--- config.mk ---
export PLATFORM = sky130hd
export DESIGN_NAME = i2c_bit_engine
export DESIGN_NICKNAME = d
export VERILOG_FILES = /design/src/rtl/i2c_bit_engine.sv
export SDC_FILE = /design/constraint.sdc
export NUM_CORES = 1
export LEC_CHECK = 0
export ABC_AREA = 1
export CAP_MARGIN = 20
export CORE_UTILIZATION = 40
export CTS_BUF_LIST = sky130_fd_sc_hd__clkbuf_8
export CTS_CLUSTER_DIAMETER = 80
export DETAILED_ROUTE_END_ITERATION = 7
export PLACE_DENSITY = 0.71
export SLEW_MARGIN = 5
export SYNTH_ARGS = -nofsm -noshare
export SYNTH_HDL_FRONTEND = slang
export SYNTH_SLANG_ARGS = --single-unit
--- constraint.sdc ---
create_clock -name clk -period 4.3 [get_ports clk]
set_input_delay 0.645 -clock clk [delete_from_list [all_inputs] [get_ports clk]]
set_output_delay 0.645 -clock clk [all_outputs]
set_load 0.05 [all_outputs]
--- src/rtl/i2c_bit_engine.sv ---
module i2c_bit_engine #(
  parameter int DIV_W = 12
) (
  input  logic             clk,
  input  logic             rst_n,
  input  logic             cmd_valid,
  output logic             cmd_ready,
  input  logic [2:0]       cmd_op,
  input  logic [7:0]       cmd_data,
  input  logic             cmd_nack,
  input  logic [DIV_W-1:0] quarter_div,
  input  logic             sda_in,
  output logic             scl_oe,
  output logic             sda_oe,
  output logic             done,
  output logic [7:0]       rx_data,
  output logic             rx_nack
);

  localparam logic [2:0] OP_START = 3'd0;
  localparam logic [2:0] OP_STOP  = 3'd1;
  localparam logic [2:0] OP_WRITE = 3'd2;
  localparam logic [2:0] OP_READ  = 3'd3;
  localparam logic [2:0] OP_CLEAR = 3'd4;
  localparam int BN_W = 4;
  localparam int PH_W = 3;
  localparam logic [BN_W-1:0] ACK_BN  = 4'd8;
  localparam logic [BN_W-1:0] STOP_BN = 4'd9;

  logic             busy, done_q, rxn_q, nack_q, scl_lv, sda_lv;
  logic [2:0]       op_q;
  logic [7:0]       tx_q, rx_q;
  logic [DIV_W-1:0] div_q, cnt;
  logic [BN_W-1:0]  bn, last_bn, nxt_bn, e_bn;
  logic [PH_W-1:0]  ph, last_ph, nxt_ph, e_ph;
  logic             accept, tick, grp_end, finish, enter;
  logic [2:0]       e_op;
  logic [7:0]       e_tx;
  logic             e_nack;
  logic             set_scl, val_scl, set_sda, val_sda;

  assign cmd_ready = !busy;
  assign accept    = cmd_valid && !busy;
  assign tick      = busy && (cnt == div_q);
  assign scl_oe    = !scl_lv;
  assign sda_oe    = !sda_lv;
  assign done      = done_q;
  assign rx_data   = rx_q;
  assign rx_nack   = rxn_q;

  always_comb begin
    last_ph = 3'd0;
    last_bn = 4'd0;
    case (op_q)
      OP_START, OP_STOP: last_ph = 3'd3;
      OP_WRITE: begin last_ph = (bn == ACK_BN) ? 3'd4 : 3'd3; last_bn = ACK_BN; end
      OP_READ:  begin last_ph = (bn == ACK_BN) ? 3'd4 : 3'd2; last_bn = ACK_BN; end
      OP_CLEAR: begin last_ph = 3'd3; last_bn = STOP_BN; end
      default: ;
    endcase
  end

  assign grp_end = (ph == last_ph);
  assign finish  = tick && grp_end && (bn == last_bn);
  assign nxt_ph  = grp_end ? '0 : ph + 1'b1;
  assign nxt_bn  = grp_end ? bn + 1'b1 : bn;

  assign enter  = accept || (tick && !finish);
  assign e_op   = accept ? cmd_op   : op_q;
  assign e_bn   = accept ? '0       : nxt_bn;
  assign e_ph   = accept ? '0       : nxt_ph;
  assign e_tx   = accept ? cmd_data : tx_q;
  assign e_nack = accept ? cmd_nack : nack_q;

  always_comb begin
    set_scl = 1'b0; val_scl = 1'b1;
    set_sda = 1'b0; val_sda = 1'b1;
    if (e_op == OP_STOP || (e_op == OP_CLEAR && e_bn == STOP_BN)) begin
      case (e_ph)
        3'd0: begin set_scl = 1'b1; val_scl = 1'b0; end
        3'd1: begin set_sda = 1'b1; val_sda = 1'b0; end
        3'd2: begin set_scl = 1'b1; val_scl = 1'b1; end
        3'd3: begin set_sda = 1'b1; val_sda = 1'b1; end
        default: ;
      endcase
    end else begin
      case (e_op)
        OP_START: begin
          case (e_ph)
            3'd1: begin set_sda = 1'b1; val_sda = 1'b1; end
            3'd2: begin set_scl = 1'b1; val_scl = 1'b1; end
            3'd3: begin set_sda = 1'b1; val_sda = 1'b0; end
            default: ;
          endcase
        end
        OP_WRITE: begin
          case (e_ph)
            3'd0: begin set_scl = 1'b1; val_scl = 1'b0; end
            3'd1: begin
              set_sda = 1'b1;
              val_sda = (e_bn < ACK_BN) ? e_tx[3'd7 - e_bn[2:0]] : 1'b1;
            end
            3'd2: begin set_scl = 1'b1; val_scl = 1'b1; end
            3'd4: begin set_scl = 1'b1; val_scl = 1'b0; end
            default: ;
          endcase
        end
        OP_READ: begin
          if (e_bn < ACK_BN) begin
            case (e_ph)
              3'd0: begin set_scl = 1'b1; val_scl = 1'b0; set_sda = 1'b1; val_sda = 1'b1; end
              3'd1: begin set_scl = 1'b1; val_scl = 1'b1; end
              default: ;
            endcase
          end else begin
            case (e_ph)
              3'd0: begin set_scl = 1'b1; val_scl = 1'b0; end
              3'd1: begin set_sda = 1'b1; val_sda = e_nack; end
              3'd2: begin set_scl = 1'b1; val_scl = 1'b1; end
              3'd4: begin set_scl = 1'b1; val_scl = 1'b0; end
              default: ;
            endcase
          end
        end
        OP_CLEAR: begin
          case (e_ph)
            3'd0: begin set_scl = 1'b1; val_scl = 1'b0; set_sda = 1'b1; val_sda = 1'b1; end
            3'd2: begin set_scl = 1'b1; val_scl = 1'b1; end
            default: ;
          endcase
        end
        default: ;
      endcase
    end
  end

  always_ff @(posedge clk or negedge rst_n) begin
    if (!rst_n) begin
      busy   <= 1'b0;
      done_q <= 1'b0;
      op_q   <= '0;
      tx_q   <= '0;
      nack_q <= 1'b0;
      div_q  <= '0;
      cnt    <= '0;
      bn     <= '0;
      ph     <= '0;
      rx_q   <= '0;
      rxn_q  <= 1'b0;
      scl_lv <= 1'b1;
      sda_lv <= 1'b1;
    end else begin
      done_q <= 1'b0;
      if (accept) begin
        busy   <= 1'b1;
        op_q   <= cmd_op;
        tx_q   <= cmd_data;
        nack_q <= cmd_nack;
        div_q  <= quarter_div;
        cnt    <= '0;
        bn     <= '0;
        ph     <= '0;
      end else if (busy) begin
        if (tick) begin
          cnt <= '0;
          if (op_q == OP_READ && bn < ACK_BN && ph == 3'd1) rx_q <= {rx_q[6:0], sda_in};
          if (op_q == OP_WRITE && bn == ACK_BN && ph == 3'd3) rxn_q <= sda_in;
          if (finish) begin
            busy   <= 1'b0;
            done_q <= 1'b1;
          end else begin
            bn <= nxt_bn;
            ph <= nxt_ph;
          end
        end else begin
          cnt <= cnt + 1'b1;
        end
      end
      if (enter && set_scl) scl_lv <= val_scl;
      if (enter && set_sda) sda_lv <= val_sda;
    end
  end

  assert_lines_on_slot_R1: assert property (@(posedge clk) disable iff (!rst_n)
    !(tick || accept) |=> ($stable(scl_oe) && $stable(sda_oe)));

  assert_done_single_R3: assert property (@(posedge clk) disable iff (!rst_n)
    done |=> !done);

  assert_ready_with_done_R3: assert property (@(posedge clk) disable iff (!rst_n)
    done |-> cmd_ready);

  assert_start_end_R4: assert property (@(posedge clk) disable iff (!rst_n)
    (done && op_q == OP_START) |-> (!scl_oe && sda_oe));

  assert_stop_end_R5: assert property (@(posedge clk) disable iff (!rst_n)
    (done && op_q == OP_STOP) |-> (!scl_oe && !sda_oe));

  assert_data_stable_R6: assert property (@(posedge clk) disable iff (!rst_n)
    (busy && (op_q == OP_WRITE || op_q == OP_READ) && !scl_oe && $past(!scl_oe))
      |-> $stable(sda_oe));

  assert_clear_end_R10: assert property (@(posedge clk) disable iff (!rst_n)
    (done && op_q == OP_CLEAR) |-> (!scl_oe && !sda_oe));

endmodule

==> reports/metrics.csv <==
metric;value;unit
h-tree-depth;2;
die_h;92.7;um
nNetsFinal;495;
drtPass1Iterations;5;
p_leak;1.88;nW
status;complete, no violations;
root_buffer;clkbuf_8;
synth_edf_count;0;
crit_path_start_kind;input port;
finalHoldViolCount;0;
grt_pass1_wl;12300;um
clk_pin_slew_worst_paths;0.11;ns
synth_seq_cells;56;
ant_nets;0;
crit_path_end_kind;register;
synth_fp_nets;456;
ir_drop;239;uV
vias;2811;
pre_cts_slack;1.10;ns
use_met2;31.1;%
avgSynthCellArea;7.80;um^2
worst_slack;1.45;ns
clk_latency;0.31;ns
min_path_type;input port to asynchronous set/reset pin;
cts_hold_buf;0;
mostFrequentLayoutCells;nand2_1 (120), dfrtp_1 (54), inv_1 (48);
finalSetupViolCount;0;
fin_tns_setup;0;ns
drt-initial-drc-count;138;
rsz0062_at_grt;no;
max-clock-path-buffers;2;
cts_made_buffers;5;
place_hpwl;5300;um
layout_commonest_cell;nand2_1;
period_share;66.4;%
min_period;2.85;ns
antenna_found_initial;0;
ys.flop_type;dfrtp_1;
synth_cell_types;39;
die_area;8590;um^2
powerDensity;453;nW/um^2
syn_to_final_growth;17.4;%
first_global_vias;2738;
grt-ovfl-total;0;
routed_wl;7070;um
grtUsageMet1;22.8;%
tritoncts;built;
async_flop_share;100;%
fin_skew;0.0140;ns
cp.arrival;3.10;ns
via_per_inst;4.98;
timing.slew.headroom;55.8;%
drive_above_1_share;13.2;%
port-buffer-count;40;
io-pin-count;41;
postCtsSetupBuffers;0;
core_region_area;7850;um^2
max_cap_viol_count;0;
final_max_slew_viol_count;0;
antennaDiodeCount;0;
rows;32;
die_x;92.7;um
required;4.55;ns
worst_slew_pin_slew;0.661;ns
start_util;41.9;%
clock-sinks;56;
syn_inst;422;
grt_max_degree;38;
use_met3;3.12;%
yosysWarnings;0;
netlist_area;3290;um^2
post_drt_wl_per_cell;12.5;um
cts_resized;0;
fmax;0.350;GHz
grt_usage;18.1;%
drc;0;
yosysSeqAreaShare;42.7;%
place.gp.congestion;0.920;
n_fill_cell;789;
path_max_fanout;36;
top_usage_layer;met2;
worstSetupPathType;input port to register;
==> critical path, cell delays in order <==
cell and delay (ns):
clkdlybuf4s50_1 0.48, inv_1 0.09, nor2_8 0.33, inv_4 0.25, o21ai_2 0.26, inv_2 0.08
nor2_1 0.13, inv_1 0.05, nor2_1 0.15, nand3_2 0.13, o21bai_4 0.16, nor2_1 0.08
o21ai_0 0.17, nand2_1 0.08
==> metal layers <==
metal  share of wire, %  up-vias
met3                4.4       10
li1                   -     1436
met4                1.8        0
met1                 46     1281
met2                 48       84
met5                  0        -
==> Yosys cell counts, drive strengths merged, types with 3 or more instances <==
cell type | n | share of area [%]
a21oi | 7 | 1.1
buf | 5 | 0.99
clkbuf | 4 | 0.46
dfrtp | 54 | 41
ha | 6 | 2.3
inv | 57 | 6.6
mux2 | 5 | 1.7
nand2 | 128 | 15
nand3 | 31 | 5.7
nand4 | 12 | 2.3
nor2 | 37 | 5.9
nor3 | 6 | 0.91
o211ai | 3 | 0.84
o21ai | 32 | 5.3
o22ai | 6 | 1.1
or2 | 7 | 1.3
xnor2 | 6 | 1.6
xor2 | 6 | 1.6
==> cell families (layout without fill, tap and decap cells) <==
logic type	Yosys count	in the layout	share of synthesized area, %
and+or+nand+nor	223	223	31.7
buffers and inverters	66	106	8.02
DFF	56	56	42.7
AOI/OAI and AO/OA	54	54	10.4
xor gates and xnor gates	12	12	3.19
adders and majority gates	6	6	2.28
muxes	5	5	1.71
==> metrics by stage <==
| step | instances | util (%) | total power (W) | instance area [um^2] | hold slack (ns) |
|---|---|---|---|---|---|
| final | 564 | 49.2 | 0.00175 | 3860 | 0.285 |
| after global routing | 564 | 49.2 | 0.00189 | 3860 | 0.299 |
| after CTS | 564 | 49.2 | 0.00176 | 3860 | 0.286 |
| after detailed placement | 556 | 48.1 | 0.00147 | 3770 | 0.455 |
| after global placement | 556 | 48.1 | 0.00145 | 3770 | 0.450 |
| after floorplan | 422 | - | 0.00129 | 3290 | 0.349 |
==> layout make-up <==
cell class | instances | area (um^2) | share of cell area (%)
clock inverters | 3 | 20.0 | 0.518
multi-input cells | 300 | 1620 | 42.0
well taps | 102 | 128 | 3.30
inverters | 57 | 216 | 5.60
flip-flops and latches | 56 | 1400 | 36.3
clock buffers | 5 | 68.8 | 1.78
repair buffers | 41 | 403 | 10.4
==> flip-flops by register name (all words and copies together), names as in the netlist <==
register and cells:
sda_lv 1, busy 1, ph 3, done 1, cnt 12, bn 4, op_q 3, rx_data 8
scl_lv 1, div_q 12, rx_nack 1, nack_q 1, tx_q 8
==> where the power goes <==
part	leakage [nW]	switching [W]	total, W	internal [W]
clock	0.0455	0.000175	0.000290	0.000114
sequential	0.677	0.000103	0.000734	0.000631
combinational	1.16	0.000449	0.000726	0.000277
==> path summary, 6_finish.rpt <==
| path | from | end | slack, ns | cells after the start |
|---|---|---|---|---|
| hold reg to reg | nack_q | nack_q | 0.48 | 2 |
| setup / recovery | cmd_valid | sda_lv | 1.45 | 14 |
| max in group asynchronous | rst_n | scl_lv | 3.15 | 2 |
| hold / removal | rst_n | div_q[3] | 0.29 | 1 |
| min in group clk | nack_q | nack_q | 0.48 | 2 |
| setup reg to reg | bn[0] | scl_lv | 1.61 | 14 |
No activity file was read; power rests on OpenSTA's default activity.
